<file path="config.mk">
export PLATFORM = sky130hd
export DESIGN_NAME = simd_addsub_unit
export DESIGN_NICKNAME = d
export VERILOG_FILES = /design/src/rtl/simd_pkg.sv /design/src/rtl/simd_operand_prep.sv /design/src/rtl/simd_seg_adder.sv /design/src/rtl/simd_addsub_unit.sv
export SDC_FILE = /design/constraint.sdc
export NUM_CORES = 1
export LEC_CHECK = 0
export ABC_AREA = 1
export BUFFER_PORTS_ARGS = -buffer_cell sky130_fd_sc_hd__clkbuf_2
export CAP_MARGIN = 25
export CORE_AREA = 2 2 176 178
export CTS_CLUSTER_SIZE = 16
export DETAILED_ROUTE_END_ITERATION = 16
export DIE_AREA = 0 0 178 180
export PLACE_DENSITY = 0.72
export SLEW_MARGIN = 20
export SYNTH_ARGS = -nofsm -noshare
export SYNTH_HDL_FRONTEND = slang
export SYNTH_SLANG_ARGS = --single-unit
</file>
<file path="constraint.sdc">
create_clock -name clk -period 15.11 [get_ports clk]
set_clock_uncertainty 0.2 [all_clocks]
set_input_delay 2.2665 -clock clk [delete_from_list [all_inputs] [get_ports clk]]
set_output_delay 2.2665 -clock clk [all_outputs]
set_load 0.05 [all_outputs]
</file>
<file path="src/rtl/simd_pkg.sv">
package simd_pkg;
    localparam int VEC_W  = 128;
    localparam int SLOT_W = 32;

    typedef enum logic [1:0] {
        LM_B8  = 2'd0,
        LM_H16 = 2'd1,
        LM_W32 = 2'd2,
        LM_D64 = 2'd3
    } lane_mode_e;

    typedef enum logic {
        S_IDLE  = 1'b0,
        S_VALID = 1'b1
    } ctl_state_e;
endpackage

</file>
<file path="src/rtl/simd_operand_prep.sv">
module simd_operand_prep #(
    parameter int W  = 128,
    parameter int SW = 32
) (
    input  logic [W-1:0]  b_in,
    input  logic [SW-1:0] scalar_in,
    input  logic          bcast_en,
    input  logic          op_sub,
    output logic [W-1:0]  b_eff
);
    logic [W-1:0] b_sel;

    always_comb begin
        b_sel = b_in;
        if (bcast_en)
            b_sel[W-1 -: SW] = scalar_in;
        b_eff = op_sub ? ~b_sel : b_sel;
    end
endmodule

</file>
<file path="src/rtl/simd_seg_adder.sv">
module simd_seg_adder #(
    parameter int W    = 128,
    parameter int SEGW = 8
) (
    input  logic [W-1:0] a,
    input  logic [W-1:0] b,
    input  logic [1:0]   lane_mode,
    input  logic         cin_lane,
    output logic [W-1:0] sum
);
    localparam int NSEG = W / SEGW;

    logic [NSEG-1:0] seg_cout;
    logic [NSEG-1:0] seg_cin;
    logic [7:0]      lane_segs;
    logic [7:0]      lane_mask;

    assign lane_segs = 8'd1 << lane_mode;
    assign lane_mask = lane_segs - 8'd1;

    genvar j;
    generate
        for (j = 0; j < NSEG; j++) begin : g_seg
            logic lane_start;
            assign lane_start = ((8'(j) & lane_mask) == 8'd0);
            if (j == 0) begin : g_first
                assign seg_cin[j] = cin_lane;
            end else begin : g_rest
                // carry is broken at every lane boundary
                assign seg_cin[j] = lane_start ? cin_lane : seg_cout[j-1];
            end
            assign {seg_cout[j], sum[j*SEGW +: SEGW]} =
                {1'b0, a[j*SEGW +: SEGW]} + {1'b0, b[j*SEGW +: SEGW]}
                + {{SEGW{1'b0}}, seg_cin[j]};
        end
    endgenerate
endmodule

</file>
<file path="src/rtl/simd_addsub_unit.sv">
module simd_addsub_unit
    import simd_pkg::*;
#(
    parameter int W  = VEC_W,
    parameter int SW = SLOT_W
) (
    input  logic          clk,
    input  logic          rst,
    input  logic          in_valid,
    input  logic [1:0]    lane_mode,
    input  logic          op_sub,
    input  logic          bcast_en,
    input  logic [SW-1:0] scalar_in,
    input  logic [W-1:0]  opnd_a,
    input  logic [W-1:0]  opnd_b,
    output logic          out_valid,
    output logic [W-1:0]  result,
    output logic [SW-1:0] scalar_out
);
    localparam int LOW_W = W - SW;

    ctl_state_e   state_q, state_d;
    logic [W-1:0] b_eff;
    logic [W-1:0] sum;
    logic [W-1:0] res_d;
    logic [W-1:0] res_q;

    simd_operand_prep #(.W(W), .SW(SW)) u_prep (
        .b_in      (opnd_b),
        .scalar_in (scalar_in),
        .bcast_en  (bcast_en),
        .op_sub    (op_sub),
        .b_eff     (b_eff)
    );

    simd_seg_adder #(.W(W), .SEGW(8)) u_add (
        .a         (opnd_a),
        .b         (b_eff),
        .lane_mode (lane_mode),
        .cin_lane  (op_sub),
        .sum       (sum)
    );

    always_comb begin
        res_d = sum;
        if (bcast_en)
            res_d[LOW_W-1:0] = '0;
    end

    // next-state logic
    always_comb begin
        state_d = state_q;
        unique case (state_q)
            S_IDLE:  state_d = in_valid ? S_VALID : S_IDLE;   // accept / wait
            S_VALID: state_d = in_valid ? S_VALID : S_IDLE;   // refill / drain
            default: state_d = S_IDLE;
        endcase
    end

    // state register
    always_ff @(posedge clk) begin
        if (rst) state_q <= S_IDLE;
        else     state_q <= state_d;
    end

    // output register
    always_ff @(posedge clk) begin
        if (rst)           res_q <= '0;
        else if (in_valid) res_q <= res_d;
    end

    assign out_valid  = (state_q == S_VALID);
    assign result     = res_q;
    assign scalar_out = res_q[W-1 -: SW];

    p_valid_rise_r6: assert property (@(posedge clk) disable iff (rst)
        in_valid |=> out_valid);
    p_valid_fall_r6: assert property (@(posedge clk) disable iff (rst)
        !in_valid |=> !out_valid);
    p_hold_r7: assert property (@(posedge clk) disable iff (rst)
        !in_valid |=> $stable(result));
    p_slot_r8: assert property (@(posedge clk) disable iff (rst)
        scalar_out == result[W-1 -: SW]);
    p_bcast_zero_r9: assert property (@(posedge clk) disable iff (rst)
        (in_valid && bcast_en) |=> (result[LOW_W-1:0] == '0));
    p_reset_r10: assert property (@(posedge clk)
        rst |=> (!out_valid && result == '0));
endmodule

</file>
==> key figures <==
Clock tree
  – CTS tree: done
  – Clk root buf: clkbuf_16
  – H-tree levels: 4
  – # hold bufs at CTS: 0
  – Setup bufs post-CTS: 0
  – Clk buf depth: 2
  – Worst-Skew Late Latency: 0.42 ns
  – Sink Count: 129
  – Cts repair resizes: 0
  – TritonCTS buffer count: 17
  – Clk slew on worst S/H paths: 0.06 ns

Global route
  – Largest net degree at the start of global routing: 82
  – Remaining global-route overflow: 0
  – First-pass GRT wire length: 62.7 mm
  – GR Util All Layers: 0.248
  – Antenna violations before repair: 3
  – Vias in the first global route: 12200

Timing
  – Fmax: 73.6 MHz
  – Slew headroom: 0.334
  – Final Hold Viols: 0
  – RSZ-0062 raised after global routing: no
  – Fin Setup TNS: 0 ns
  – Setup violators final: 0
  – Worst Max-Slew Pin Slew: 0.999 ns
  – Final WS setup: 1.53 ns
  – Min Tclk post-route: 13.58 ns
  – Final Max Tran Viols: 0
  – Crit share post-route: 0.899

Routing
  – Routed WL: 40.4 mm
  – Post-DRT Antenna Nets: 0
  – Via/cell ratio: 5.10
  – First drt pass iteration count: 5
  – DRC: 0
  – Average wire per standard cell: 16.2 µm
  – Total number of vias: 12700
  – Drt first-iter violations: 640

Synth
  – Synth warnings: 0
  – Seq/Total Area, Yosys: 0.221
  – Mean Syn Cell Area: 6.91 µm²
  – Synthesis-stage register bit count: 129
  – Post-Syn Instances: 1693
  – Synthesized area: 0.0117 mm²
  – Yosys cell types: 29
  – Net Count, Synth: 2130

Floorplan
  – Rows: 64
  – DIE HEIGHT: 180 µm
  – Total core area: 0.0302 mm²
  – Die width: 178 µm
  – IO Pins: 456
  – Initial Util: 0.388
  – Total die area: 0.0320 mm²

Placed design
  – Placement Cell Area: 0.0140 mm²
  – Pre-CTS setup slack: 1.12 ns
  – Port Buffers: 455
  – Detailed placement HPWL: 31.9 mm
  – GP Congestion: 0.942

Finish
  – Finished layout cell area: 0.0147 mm²
  – Layout net count: 2519
  – Multi-input gate area: 0.00804 mm²
  – P&R area growth vs syn: 25.4%
  – Layout cells sized above 1: 0.245
  – Commonest cells after routing, fill and taps aside: 461 x nand2_1, 453 x clkbuf_2, 198 x a21oi_1, 134 x xor2_1, 132 x inv_1
  – Commonest non-fill, non-tap cell in the layout: nand2_1
  – Reg area: 0.00258 mm²
  – Final Util: 0.486
  – Fill count: 3046

Outcome
  – Status: complete, no violations

Critical path
  – Top delay family on crit path: adder cells
  – Setup crit end kind: register
  – Startpoint types: input pin
  – Delay of the slowest cell on the worst path: 0.48 ns
  – Worst Path Required: 15.25 ns
  – R2R setup slack: 14.07 ns
  – Worst-path maximum fanout: 24
  – Critical Path AT: 13.72 ns
  – FF-to-FF path depth: 4
  – RR Startpoint: result[122]
  – Reg2reg end: result[122]
  – Crit Path Class: in2reg
  – Slowest CP cell: fa_1
  – WP buf/inv: 9

Pwr
  – Peak VDD IR: 0.0647 mV
  – Pwr/cell area: 106 mW/mm²
  – Leakage power: 7.84 nW

Min path
  – Hold path depth: 2
  – Hold path start: result[53]
  – Worst hold path type: reg2reg
  – Hold EP: result[53]

Run
  – Max-Cap Viols: 0
worst register-to-register path, cell delays in order (launching register included):
cell and delay (ns):
dfxtp_1 0.45, nor2_1 0.07, nor2_1 0.10, o21ai_0 0.09, inv_1 0.07
worst max-delay path by stage:
stage	startpoint	end	slack (ns)	cells after the start
3_5_place_dp	op_sub	result[60]	1.12	66
6_report	op_sub	result[60]	1.53	66
4_1_cts	op_sub	result[60]	1.55	66
5_1_grt	op_sub	result[60]	0.62	66
2_1_floorplan	op_sub	result[60]	1.97	66
3_3_place_gp	op_sub	result[62]	1.36	66
routing by layer:
| layer | global-route usage | routed length, µm |
|---|---|---|
| met1 | 0.303 | 16700 |
| met2 | 0.422 | 19300 |
| met3 | 0.0440 | 2900 |
| met4 | 0.108 | 1440 |
| met5 | 0 | 13 |
state kept, by name, indices dropped and copies added (netlist names):
register,count
result,128
out_valid,1
cell families after synthesis:
group / after synthesis / share of synthesized area
DFF: 129 / 0.221
and+or+nand+nor: 753 / 0.274
AOI/OAI and AO/OA: 299 / 0.137
xor gates and xnor gates: 140 / 0.105
adders and majority gates: 142 / 0.172
buffers and inverters: 230 / 0.0923
power breakdown:
group          internal, W  total (W)  switching, W  leakage (nW)
combinational     0.000218   0.000665      0.000447          6.45
sequential        0.000370   0.000392     0.0000214          1.06
clock             0.000313   0.000496      0.000183         0.330
total             0.000901    0.00155      0.000652          7.84
stage by stage:
step / hold slack (ns) / power [W] / instances
detailed placement: 0.258 / 0.00106 / 2459
global placement: 0.253 / 0.00105 / 2459
global route: 0.285 / 0.00165 / 2492
finish: 0.263 / 0.00155 / 2492
floorplan: 0.485 / 0.000894 / 1693
CTS: 0.268 / 0.00156 / 2490
cell usage after synthesis:
| master | instances | share of area |
|---|---|---|
| a21oi_1 | 198 | 0.085 |
| inv_2 | 2 | 0.00064 |
| a21boi_0 | 1 | 0.00064 |
| o21a_1 | 1 | 0.00064 |
| buf_2 | 27 | 0.012 |
| xor2_1 | 134 | 0.10 |
| clkbuf_1 | 23 | 0.0074 |
| buf_6 | 3 | 0.0029 |
| a211oi_1 | 8 | 0.0051 |
| nand3b_1 | 23 | 0.015 |
| a21o_1 | 12 | 0.0077 |
| o21bai_1 | 4 | 0.0026 |
| inv_1 | 132 | 0.042 |
| nand3_1 | 113 | 0.048 |
| dfxtp_1 | 129 | 0.22 |
| xnor2_1 | 6 | 0.0045 |
| nand2_1 | 461 | 0.15 |
| o21ai_0 | 34 | 0.015 |
| o21ai_1 | 31 | 0.013 |
| and2_1 | 2 | 0.0011 |
| nor2_4 | 1 | 0.00096 |
| nor2_1 | 97 | 0.031 |
| inv_4 | 1 | 0.00053 |
| nand4_1 | 43 | 0.023 |
| fa_1 | 31 | 0.053 |
| buf_4 | 42 | 0.027 |
| o2111ai_1 | 10 | 0.0075 |
| or2_2 | 13 | 0.0069 |
| ha_1 | 111 | 0.12 |
area by class of cell:
| class | count | area share |
|---|---|---|
| well taps | 396 | 0.0338 |
| inverters | 135 | 0.0349 |
| repair buffers | 465 | 0.161 |
| clock inverters | 14 | 0.0172 |
| diodes | 2 | 0.000341 |
| multi-input cells | 1334 | 0.548 |
| flip-flops and latches | 129 | 0.176 |
| clock buffers | 17 | 0.0290 |
Note: power is estimated with default switching activity, not from simulation.
